## src/rtl/gpio_pkg.sv

```systemverilog
package gpio_pkg;
   localparam int GPIO_ADDR_W = 3;

   typedef enum logic [GPIO_ADDR_W-1:0] {
      REG_PINS   = 3'd0,
      REG_LATCH  = 3'd1,
      REG_DIR    = 3'd2,
      REG_ANALOG = 3'd3,
      REG_PULLUP = 3'd4,
      REG_LEVEL  = 3'd5
   } gpio_reg_e;

   typedef struct packed {
      logic write;
      logic [GPIO_ADDR_W-1:0] addr;
   } gpio_bus_cmd_t;
endpackage

```

## src/rtl/gpio_in_sync.sv

```systemverilog
module gpio_in_sync #(
   parameter int NUM_PINS = 6,
   parameter int STAGES   = 2
) (
   input  logic                clk,
   input  logic                rst_n,
   input  logic [NUM_PINS-1:0] async_in,
   output logic [NUM_PINS-1:0] sync_out
);
   if (STAGES < 2) begin : g_bad_stages
      $error("gpio_in_sync: STAGES must be at least 2");
   end

   for (genvar p = 0; p < NUM_PINS; p++) begin : g_pin
      logic [STAGES-1:0] chain_q;
      always_ff @(posedge clk or negedge rst_n) begin
         if (!rst_n) chain_q <= '0;
         else        chain_q <= {chain_q[STAGES-2:0], async_in[p]};
      end
      assign sync_out[p] = chain_q[STAGES-1];
   end
endmodule

```

## src/rtl/gpio_regfile.sv

```systemverilog
module gpio_regfile
   import gpio_pkg::*;
#(
   parameter int NUM_PINS   = 6,
   parameter int DATA_W     = 8,
   parameter bit HAS_PULLUP = 1'b1,
   parameter bit HAS_LEVEL  = 1'b1
) (
   input  logic                clk,
   input  logic                rst_n,
   input  gpio_bus_cmd_t       cmd,
   input  logic [DATA_W-1:0]   wdata,
   output logic [NUM_PINS-1:0] latch_q,
   output logic [NUM_PINS-1:0] dir_q,
   output logic [NUM_PINS-1:0] ana_q,
   output logic [NUM_PINS-1:0] pu_q,
   output logic [NUM_PINS-1:0] lvl_q
);
   logic [NUM_PINS-1:0] wpins;
   logic unused_wdata;
   assign wpins        = wdata[NUM_PINS-1:0];
   assign unused_wdata = ^wdata;

   logic wr_latch, wr_dir, wr_ana, wr_pu, wr_lvl;
   always_comb begin
      wr_latch = 1'b0;
      wr_dir   = 1'b0;
      wr_ana   = 1'b0;
      wr_pu    = 1'b0;
      wr_lvl   = 1'b0;
      if (cmd.write) begin
         case (cmd.addr)
            REG_PINS, REG_LATCH: wr_latch = 1'b1;
            REG_DIR:             wr_dir   = 1'b1;
            REG_ANALOG:          wr_ana   = 1'b1;
            REG_PULLUP:          wr_pu    = 1'b1;
            REG_LEVEL:           wr_lvl   = 1'b1;
            default: ;
         endcase
      end
   end

   always_ff @(posedge clk or negedge rst_n) begin
      if (!rst_n) begin
         latch_q <= '0;
         dir_q   <= '1;
         ana_q   <= '1;
      end else begin
         if (wr_latch) latch_q <= wpins;
         if (wr_dir)   dir_q   <= wpins;
         if (wr_ana)   ana_q   <= wpins;
      end
   end

   if (HAS_PULLUP) begin : g_pullup
      always_ff @(posedge clk or negedge rst_n) begin
         if (!rst_n)     pu_q <= '0;
         else if (wr_pu) pu_q <= wpins;
      end
   end else begin : g_no_pullup
      logic unused_pu;
      assign unused_pu = wr_pu;
      assign pu_q = '0;
   end

   if (HAS_LEVEL) begin : g_level
      always_ff @(posedge clk or negedge rst_n) begin
         if (!rst_n)      lvl_q <= '0;
         else if (wr_lvl) lvl_q <= wpins;
      end
   end else begin : g_no_level
      logic unused_lvl;
      assign unused_lvl = wr_lvl;
      assign lvl_q = '0;
   end

   // the direction register takes the low write bits
   a_r7_dir_write: assert property (@(posedge clk) disable iff (!rst_n)
      (cmd.write && cmd.addr == REG_DIR) |=> dir_q == $past(wpins));

   // the direction and analog registers can change only after a write
   a_r1_cfg_hold: assert property (@(posedge clk) disable iff (!rst_n)
      !cmd.write |=> ($stable(dir_q) && $stable(ana_q)));
endmodule

```

## src/rtl/gpio_read_mux.sv

```systemverilog
module gpio_read_mux
   import gpio_pkg::*;
#(
   parameter int NUM_PINS = 6,
   parameter int DATA_W   = 8
) (
   input  logic [GPIO_ADDR_W-1:0] addr,
   input  logic [NUM_PINS-1:0]    pins_sync,
   input  logic [NUM_PINS-1:0]    latch_q,
   input  logic [NUM_PINS-1:0]    dir_q,
   input  logic [NUM_PINS-1:0]    ana_q,
   input  logic [NUM_PINS-1:0]    pu_q,
   input  logic [NUM_PINS-1:0]    lvl_q,
   output logic [DATA_W-1:0]      rdata
);
   logic [NUM_PINS-1:0] sel;
   always_comb begin
      case (addr)
         REG_PINS:   sel = pins_sync & ~ana_q;
         REG_LATCH:  sel = latch_q;
         REG_DIR:    sel = dir_q;
         REG_ANALOG: sel = ana_q;
         REG_PULLUP: sel = pu_q;
         REG_LEVEL:  sel = lvl_q;
         default:    sel = '0;
      endcase
      rdata = '0;
      rdata[NUM_PINS-1:0] = sel;
   end
endmodule

```

## src/rtl/gpio_port_ctrl.sv

```systemverilog
module gpio_port_ctrl
   import gpio_pkg::*;
#(
   parameter int NUM_PINS    = 6,
   parameter int DATA_W      = 8,
   parameter int SYNC_STAGES = 2,
   parameter bit HAS_PULLUP  = 1'b1,
   parameter bit HAS_LEVEL   = 1'b1
) (
   input  logic                   clk,
   input  logic                   rst_n,
   input  logic                   bus_wr,
   input  logic [GPIO_ADDR_W-1:0] bus_addr,
   input  logic [DATA_W-1:0]      bus_wdata,
   output logic [DATA_W-1:0]      bus_rdata,
   input  logic [NUM_PINS-1:0]    pin_in,
   output logic [NUM_PINS-1:0]    pin_oe,
   output logic [NUM_PINS-1:0]    pin_out,
   output logic [NUM_PINS-1:0]    pin_pu_en,
   output logic [NUM_PINS-1:0]    pin_lvl_sel,
   output logic [NUM_PINS-1:0]    pin_dig_en
);
   if (NUM_PINS < 1 || NUM_PINS > DATA_W) begin : g_bad_pins
      $error("gpio_port_ctrl: NUM_PINS must be between 1 and DATA_W");
   end

   gpio_bus_cmd_t       cmd;
   logic [NUM_PINS-1:0] latch_q, dir_q, ana_q, pu_q, lvl_q, pins_sync;

   assign cmd.write = bus_wr;
   assign cmd.addr  = bus_addr;

   gpio_regfile #(
      .NUM_PINS(NUM_PINS), .DATA_W(DATA_W),
      .HAS_PULLUP(HAS_PULLUP), .HAS_LEVEL(HAS_LEVEL)
   ) regs_i (
      .clk(clk), .rst_n(rst_n), .cmd(cmd), .wdata(bus_wdata),
      .latch_q(latch_q), .dir_q(dir_q), .ana_q(ana_q),
      .pu_q(pu_q), .lvl_q(lvl_q)
   );

   gpio_in_sync #(.NUM_PINS(NUM_PINS), .STAGES(SYNC_STAGES)) sync_i (
      .clk(clk), .rst_n(rst_n), .async_in(pin_in), .sync_out(pins_sync)
   );

   gpio_read_mux #(.NUM_PINS(NUM_PINS), .DATA_W(DATA_W)) rmux_i (
      .addr(bus_addr), .pins_sync(pins_sync), .latch_q(latch_q),
      .dir_q(dir_q), .ana_q(ana_q), .pu_q(pu_q), .lvl_q(lvl_q),
      .rdata(bus_rdata)
   );

   assign pin_out     = latch_q;
   assign pin_oe      = ~dir_q;
   assign pin_pu_en   = pu_q & dir_q;
   assign pin_lvl_sel = lvl_q;
   assign pin_dig_en  = ~ana_q;

   // a pin-address write lands in the output latch
   a_r2_pins_write: assert property (@(posedge clk) disable iff (!rst_n)
      (bus_wr && bus_addr == REG_PINS) |=> pin_out == $past(bus_wdata[NUM_PINS-1:0]));

   // a latch-address write lands in the same latch
   a_r3_latch_write: assert property (@(posedge clk) disable iff (!rst_n)
      (bus_wr && bus_addr == REG_LATCH) |=> pin_out == $past(bus_wdata[NUM_PINS-1:0]));

   // the port-level output enable follows a direction write
   a_r7_oe_after_dir: assert property (@(posedge clk) disable iff (!rst_n)
      (bus_wr && bus_addr == REG_DIR) |=> pin_oe == ~$past(bus_wdata[NUM_PINS-1:0]));

   // no pull-up is enabled on a pin that drives
   a_r8_pu_not_on_output: assert property (@(posedge clk) disable iff (!rst_n)
      (pin_pu_en & pin_oe) == '0);

   // without a write, the driven values stay put
   a_r10_no_write_hold: assert property (@(posedge clk) disable iff (!rst_n)
      !bus_wr |=> ($stable(pin_out) && $stable(pin_oe)));
endmodule

```

## config.mk

```make
export PLATFORM = sky130hd
export DESIGN_NAME = gpio_port_ctrl
export DESIGN_NICKNAME = d
export VERILOG_FILES = /design/src/rtl/gpio_pkg.sv /design/src/rtl/gpio_in_sync.sv /design/src/rtl/gpio_regfile.sv /design/src/rtl/gpio_read_mux.sv /design/src/rtl/gpio_port_ctrl.sv
export SDC_FILE = /design/constraint.sdc
export NUM_CORES = 1
export LEC_CHECK = 0
export ABC_AREA = 1
export BUFFER_PORTS_ARGS = -buffer_cell sky130_fd_sc_hd__buf_2
export CAP_MARGIN = 25
export CORE_MARGIN = 5
export CORE_UTILIZATION = 50
export DETAILED_ROUTE_END_ITERATION = 8
export PLACE_DENSITY = 0.77
export SYNTH_ARGS = -nofsm -noshare
export SYNTH_HDL_FRONTEND = slang
export SYNTH_HIERARCHICAL = 1
export SYNTH_SLANG_ARGS = --single-unit
```

## constraint.sdc

```tcl
create_clock -name clk -period 2.05 [get_ports clk]
set_clock_uncertainty 0.2 [all_clocks]
set_input_delay 0.3075 -clock clk [delete_from_list [all_inputs] [get_ports clk]]
set_output_delay 0.3075 -clock clk [all_outputs]
set_load 0.1 [all_outputs]
```

Word level (Yosys, flattened, before mapping)
Index checks and enable logic that the tools add are counted.
{ "word_totals": {"ff_bits": 42, "in_bits": 20, "output_inout_bits": 38, "wordCells": 33} }
{ "op_classes": {"n_eq_ne": 5, "mux": 11, "bitwise": 4, "n_reduce_logical": 2} }
{ "op_table": {"columns": ["cell", "n"], "rows": [
  ["$pmux 6 s6", 1],
  ["$and 6x6->6", 2],
  ["$not 6->6", 2],
  ["$mux 1", 10],
  ["$eq 3x2->1 const B", 2],
  ["$eq 3x3->1 const B", 2],
  ["$eq 3x1->1 const B", 1],
  ["$logic_not 3->1", 1],
  ["$reduce_or 2->1", 1]
]} }

Logic depth before layout (Yosys ltp)
Gate-level depths: netlist (run 1).
{ "depth": {"word_depth": 4, "mapped_depth": 6} }

By module
Netlist (run 1), hierarchy kept.
{ "by_module_without_submodules": {"columns": ["mod", "n_inst", "cells_per_inst", "area_per_inst_um2", "seq_area_each_um2"], "rows": [
  ["gpio_regfile", 1, 141, 1249.9, 765.7],
  ["gpio_read_mux", 1, 99, 485.5, 0.0],
  ["gpio_in_sync", 1, 18, 345.3, 300.3],
  ["gpio_port_ctrl", 1, 24, 90.1, 0.0]
]} }

Least setup slack after synthesis (run 1)
OpenSTA, ideal clock, no wires.
{ "synth_path": {"path_type": "reg2out", "start": "register regs_i.lvl_q[0]", "end": "output port bus_rdata[0]", "arrival_time_ps": 1856, "required_ps": 1542, "slack_ps": -314, "path_stages_with_launch": 5, "n_path_buf": 0, "cell_sequence": "dfrtp_1 > nand4_1 > nand2_1 > nor2_1 > nand2_1"} }
{ "synth_between": {"elab_chain_len": 1} }
{ "synth_rtl": {"columns": ["element", "line", "source"], "rows": [
  ["start, declared", "gpio_regfile.sv:17", "output logic [NUM_PINS-1:0] lvl_q"],
  ["start signal, assigned", "gpio_regfile.sv:69", "else if (wr_lvl) lvl_q <= wpins;"],
  ["$pmux 6 s6", "gpio_read_mux.sv:18", "case (addr)"],
  ["end, declared", "gpio_port_ctrl.sv:15", "output logic [DATA_W-1:0] bus_rdata,"]
]} }
Every way passes these cells.

Final worst setup path (run 1)
{ "layout_path": {"start": "input port bus_addr[0]", "end": "output port bus_rdata[1]"} }
{ "layout_between": {"elab_chain_len": 2} }
{ "layout_rtl": {"columns": ["element", "line", "source"], "rows": [
  ["start, declared", "gpio_port_ctrl.sv:13", "input logic [GPIO_ADDR_W-1:0] bus_addr,"],
  ["$eq 3x3->1, or another cell as far along", "gpio_read_mux.sv:18", null],
  ["$pmux 6 s6 (*)", "gpio_read_mux.sv:18", null]
]} }
Every way passes the cells marked *; elsewhere a longest branch is shown, timed or not.

==> results.py, run 1 <==
metrics = {
    "run_status": {
        "status": "complete, no violations",
    },
    "timing": {
        "timing.hold.ws_ns": 0.101,
        "relSlewSlack": 0.646,
        "worst_pin_slew_ns": 0.531,
        "rsz0062_at_grt": "false",
        "min_period_ns": 1.95,
        "hold_viol_final": 0,
        "fin_crit_sh": 0.952,
        "max_freq_ghz": 0.513,
        "finalSetupViolCount": 0,
        "tns_ns": 0,
        "drv_slew": 0,
    },
    "floorplan": {
        "die_y_microns": 75.9,
        "coreArea_sq_um": 4290,
        "num_rows": 24,
        "ios": 58,
        "die_w_microns": 75.9,
        "die_area_sq_um": 5760,
        "initial_core_util": 0.506,
    },
    "run": {
        "drv_cap": 0,
    },
    "yosys": {
        "yosysTopAreaCell": "dfrtp_1",
        "ys_seq_area_frac": 0.491,
        "synth_top_area_share": 0.346,
        "synth_warnings": 6,
        "synth_cells": 282,
        "avgSynthCellArea_sq_um": 7.70,
        "synthTopCellsByArea": "dfrtp_1 35%, nand2_1 17%, dfstp_2 15%",
        "ys_types": 17,
        "yosys_register_bits": 42,
        "syn_area_sq_um": 2170,
    },
    "finish": {
        "syn2layout_area_growth_pct": 25.7,
        "drive_gt1_frac": 0.318,
        "nets": 359,
        "antenna_cells": 0,
        "final_cell_mix": "96 x nand2_1, 47 x buf_2, 34 x inv_1",
        "finalNonFillerCells": 392,
        "fillers": 391,
        "stdcell_area_sq_um": 2730,
        "final_common_cell": "nand2_1",
    },
    "placement": {
        "gp_congestion": 0.906,
        "numPortBuffers": 53,
        "dp_cells": 377,
        "hpwl_mm": 4.08,
        "place_area_sq_um": 2540,
    },
    "hold_path": {
        "hold_path.class": "input pin to flip-flop",
    },
    "route": {
        "drt_iter0_drc": 187,
        "drc": 0,
        "viasPerCell": 5.11,
        "routedWlPerCell_microns": 14.4,
        "final_antenna_net_count": 0,
        "drtPass1Iterations": 4,
        "drt_wl_total_mm": 5.63,
        "vias": 2002,
    },
    "global_routing": {
        "grt_overflow_total": 0,
        "grt_max_degree": 24,
        "grt_pass1_wl_mm": 9.16,
        "grt_pass1_vias": 1927,
        "track_usage": 0.215,
        "antenna_found_initial": 0,
    },
    "power_and_ir_drop": {
        "vdd_drop_max_v": 0.000626,
        "p_leak_nw": 1.50,
        "total_power_mw": 3.21,
        "power_density_nw_per_um2": 1180,
    },
    "clocking": {
        "path_clk_slew_ns": 0.07,
        "cts_buffers": 5,
        "clk_latency_ns": 0.30,
        "clockBufferDepth": 2,
        "h-tree-depth": 2,
        "root_buffer": "clkbuf_8",
        "cts_sinks": 42,
        "postCtsSetupBuffers": 0,
        "holdBufCountCts": 7,
        "cts_resized": 0,
        "cts_tree": "done",
    },
    "worst_setup_path": {
        "start_kind": "input pin",
        "critPathBufInv": 2,
        "crit_path_max_fanout": 21,
        "crit_path_max_incr_delay_ns": 0.37,
        "arrival_ns": 1.44,
        "crit_required_ns": 1.54,
        "slowest_stage": "buf_2",
        "path_class": "input pin to primary output",
        "path_cells": "buf_2, nor2_4, nand3_1, nand2_1, nor2_1, nand2_2, buf_12",
        "cp_top_family": "simple AND/OR/NAND/NOR gates",
        "crit_path_end_kind": "primary output",
    },
}
flip-flops by register name, summed over array words and instances, names as in the netlist:
register              count
regs_i/ana_q              6
regs_i/dir_q              6
regs_i/latch_q            6
regs_i/lvl_q              6
regs_i/pu_q               6
sync_i/g_pin.chain_q     12
Yosys cell counts, drive strengths merged:
| master | count |
|---|---|
| buf | 15 |
| conb | 1 |
| dfrtp | 30 |
| dfstp | 12 |
| inv | 39 |
| nand2 | 105 |
| nand3 | 32 |
| nand4 | 18 |
| nor2 | 30 |
cell families (layout without fill, tap and decap cells):
logic type	count (synthesis)	count (layout)	share of synthesized area
buffers and inverters	54	111	0.124
AND/OR/NAND/NOR	185	185	0.383
other	1	2	0.00173
flip-flops	42	42	0.491
stage by stage:
stage,setup WS (ns),utilization
after global routing,0.0457,0.635
after global placement,0.201,0.592
after CTS,0.127,0.635
final,0.0994,0.635
after floorplan,-0.0282,-
after detailed placement,0.170,0.592
cell type report:
| type | count | area [sq um] | area share |
|---|---|---|---|
| multi-input combinational | 187 | 852 | 0.312 |
| clock buffer | 7 | 86.3 | 0.0316 |
| clock inverter | 1 | 30.0 | 0.0110 |
| inverter | 39 | 146 | 0.0536 |
| tap | 52 | 65.1 | 0.0238 |
| sequential | 42 | 1080 | 0.396 |
| timing repair buffer | 64 | 468 | 0.171 |
metal layers:
layer  GRT usage  part of all wire
met1       0.295              0.43
met2       0.339              0.49
met5           0                 0
met3      0.0290             0.058
met4      0.0990             0.019
worst register-to-register path: stages (launching register included):
cell and delay [ns]:
dfstp_2 0.58, nand2_1 0.06, nand2_1 0.06
power breakdown:
group	internal [mW]	switching (mW)	leakage, nW	total [mW]
Sequential	0.991	0.118	0.476	1.11
Combinational	0.258	1.17	0.966	1.43
Clock	0.397	0.278	0.0585	0.675
path summary, 6_finish.rpt:
path,from,end,slack [ns],cells past startpoint
max reg2reg,regs_i/dir_q[2],regs_i/dir_q[2],1.09,2
max in group asynchronous,rst_n,regs_i/ana_q[5],0.76,3
max,bus_addr[0],bus_rdata[1],0.1,7
min in group asynchronous,rst_n,sync_i/g_pin[4].chain_q[0],0.33,2
min reg2reg,sync_i/g_pin[1].chain_q[0],sync_i/g_pin[1].chain_q[1],0.15,0
min,bus_wdata[4],regs_i/ana_q[4],0.10,3
(Power assumes the default switching activity.)
==> inputs of run 2 (changes only) <==
--- a/config.mk
+++ b/config.mk
@@ -10,6 +10,7 @@
 export CAP_MARGIN = 25
 export CORE_MARGIN = 5
 export CORE_UTILIZATION = 50
+export CTS_BUF_LIST = sky130_fd_sc_hd__clkbuf_8
 export DETAILED_ROUTE_END_ITERATION = 8
 export PLACE_DENSITY = 0.77
 export SYNTH_ARGS = -nofsm -noshare
==> run 2 against run 1 <==
Effect of this change: via count decreased by 0.70%; maximum frequency rose by 0.12%; total power fell by 0.17%; largest cell class unchanged.
==> results.py, run 2 (synthesis gave the netlist of run 1 again) <==
metrics = {
    "worst_setup_path": {
        "arrival_ns": 1.44,
        "path_class": "input pin to primary output",
        "r2r-start": "regs_i/dir_q[2]",
        "crit_path_max_fanout": 21,
        "startpoint": "bus_addr[0]",
        "r2r_end": "regs_i/dir_q[2]",
        "crit_path_end_kind": "primary output",
        "ff2ff_path_depth": 2,
        "crit_required_ns": 1.54,
        "rrSetupSlack_ns": 1.09,
        "start_kind": "input pin",
    },
    "route": {
        "vias": 1988,
        "drc": 0,
        "drt_wl_total_mm": 5.62,
        "routedWlPerCell_microns": 14.3,
        "drt_iter0_drc": 188,
        "viasPerCell": 5.07,
        "drtPass1Iterations": 4,
        "final_antenna_net_count": 0,
    },
    "global_routing": {
        "grt_overflow_total": 0,
        "grt_pass1_vias": 1927,
        "grt_max_degree": 24,
        "antenna_found_initial": 0,
        "grt_pass1_wl_mm": 9.16,
        "track_usage": 0.215,
    },
    "timing": {
        "worst_pin_slew_ns": 0.531,
        "min_period_ns": 1.95,
        "timing.hold.ws_ns": 0.0968,
        "drv_slew": 0,
        "finalSetupViolCount": 0,
        "max_freq_ghz": 0.513,
        "relSlewSlack": 0.646,
        "rsz0062_at_grt": "false",
        "fin_crit_sh": 0.950,
        "tns_ns": 0,
        "hold_viol_final": 0,
    },
    "power_and_ir_drop": {
        "power_frac_clock": 0.209,
        "p_sw_frac": 0.488,
        "total_power_mw": 3.20,
        "power_density_nw_per_um2": 1170,
        "vdd_drop_max_v": 0.000625,
        "comb_power_share": 0.445,
        "switching_power_mw": 1.56,
        "p_leak_nw": 1.51,
        "seqPwrFrac": 0.346,
        "intPower_mw": 1.64,
    },
    "clocking": {
        "cts_buffers": 5,
        "cts_resized": 0,
        "cts_sinks": 42,
        "clockBufferDepth": 2,
        "clk_latency_ns": 0.30,
        "postCtsSetupBuffers": 0,
        "root_buffer": "clkbuf_8",
        "h-tree-depth": 2,
        "holdBufCountCts": 7,
        "cts_tree": "done",
        "path_clk_slew_ns": 0.07,
    },
    "floorplan": {
        "die_y_microns": 75.9,
        "die_w_microns": 75.9,
        "coreArea_sq_um": 4290,
        "ios": 58,
        "num_rows": 24,
        "initial_core_util": 0.506,
        "die_area_sq_um": 5760,
    },
    "finish": {
        "syn2layout_area_growth_pct": 25.7,
        "drive_gt1_frac": 0.318,
        "fillers": 391,
        "final_common_cell": "nand2_1",
        "antenna_cells": 0,
        "final_cell_mix": "96 x nand2_1, 47 x buf_2, 35 x inv_1",
        "nets": 359,
        "largest_reg_flops": 12,
        "stdcell_area_sq_um": 2730,
        "regMostFlops": "sync_i/g_pin.chain_q",
        "fin_util": 0.635,
    },
    "hold_path": {
        "min_from": "bus_wdata[4]",
        "worstHoldPathCells": 3,
        "worst_hold_path.endpoint": "regs_i/ana_q[4]",
        "hold_path.class": "input pin to flip-flop",
    },
    "placement": {
        "place_area_sq_um": 2540,
        "gp_congestion": 0.906,
        "hpwl_mm": 4.08,
        "numPortBuffers": 53,
    },
    "run_status": {
        "status": "complete, no violations",
    },
    "run": {
        "drv_cap": 0,
    },
}
-- run 2: metrics by stage --
stage               worst slack (ns)  std cells
global placement               0.201        377
floorplan                    -0.0282        283
detailed placement             0.170        377
CTS                            0.127        392
finish                         0.102        392
global route                  0.0457        392
-- run 2: layer usage --
layer  track usage  vias up  part of all wire
li1              -      981                 -
met1         0.295      925              0.43
met2         0.339       70              0.50
met3        0.0290       12             0.052
met4        0.0990        0             0.020
met5             0        -                 0
-- run 2: power by group through the flow --
stage	Combinational [mW]	Sequential [mW]	Clock [mW]
floorplan	0.842	1.39	0
global placement	1.40	1.12	0
finish	1.43	1.11	0.670
detailed placement	1.42	1.12	0
global route	1.50	1.13	0.711
CTS	1.43	1.11	0.679
-- run 2: worst max-delay path by stage --
stage / slack [ns] / endpoint / depth (start not counted)
6_report: 0.10 / bus_rdata[1] / 7
5_1_grt: 0.05 / bus_rdata[5] / 7
4_1_cts: 0.13 / bus_rdata[1] / 7
3_5_place_dp: 0.17 / bus_rdata[1] / 7
3_3_place_gp: 0.20 / bus_rdata[1] / 7
2_1_floorplan: -0.03 / bus_rdata[0] / 4
-- run 2: critical path, stage by stage --
cell and delay, ns:
buf_2 0.36, nor2_4 0.12, nand3_1 0.11, nand2_1 0.06, nor2_1 0.20, nand2_2 0.10
buf_12 0.18
-- run 2: area by class of cell --
type                    count  area (sq um)  area share
well taps                  52          65.1      0.0238
multi-input cells         187           852       0.312
repair buffers             64           468       0.171
inverters                  39           146      0.0536
clock buffers               6          82.6      0.0303
flip-flops and latches     42          1080       0.396
clock inverters             2          33.8      0.0124
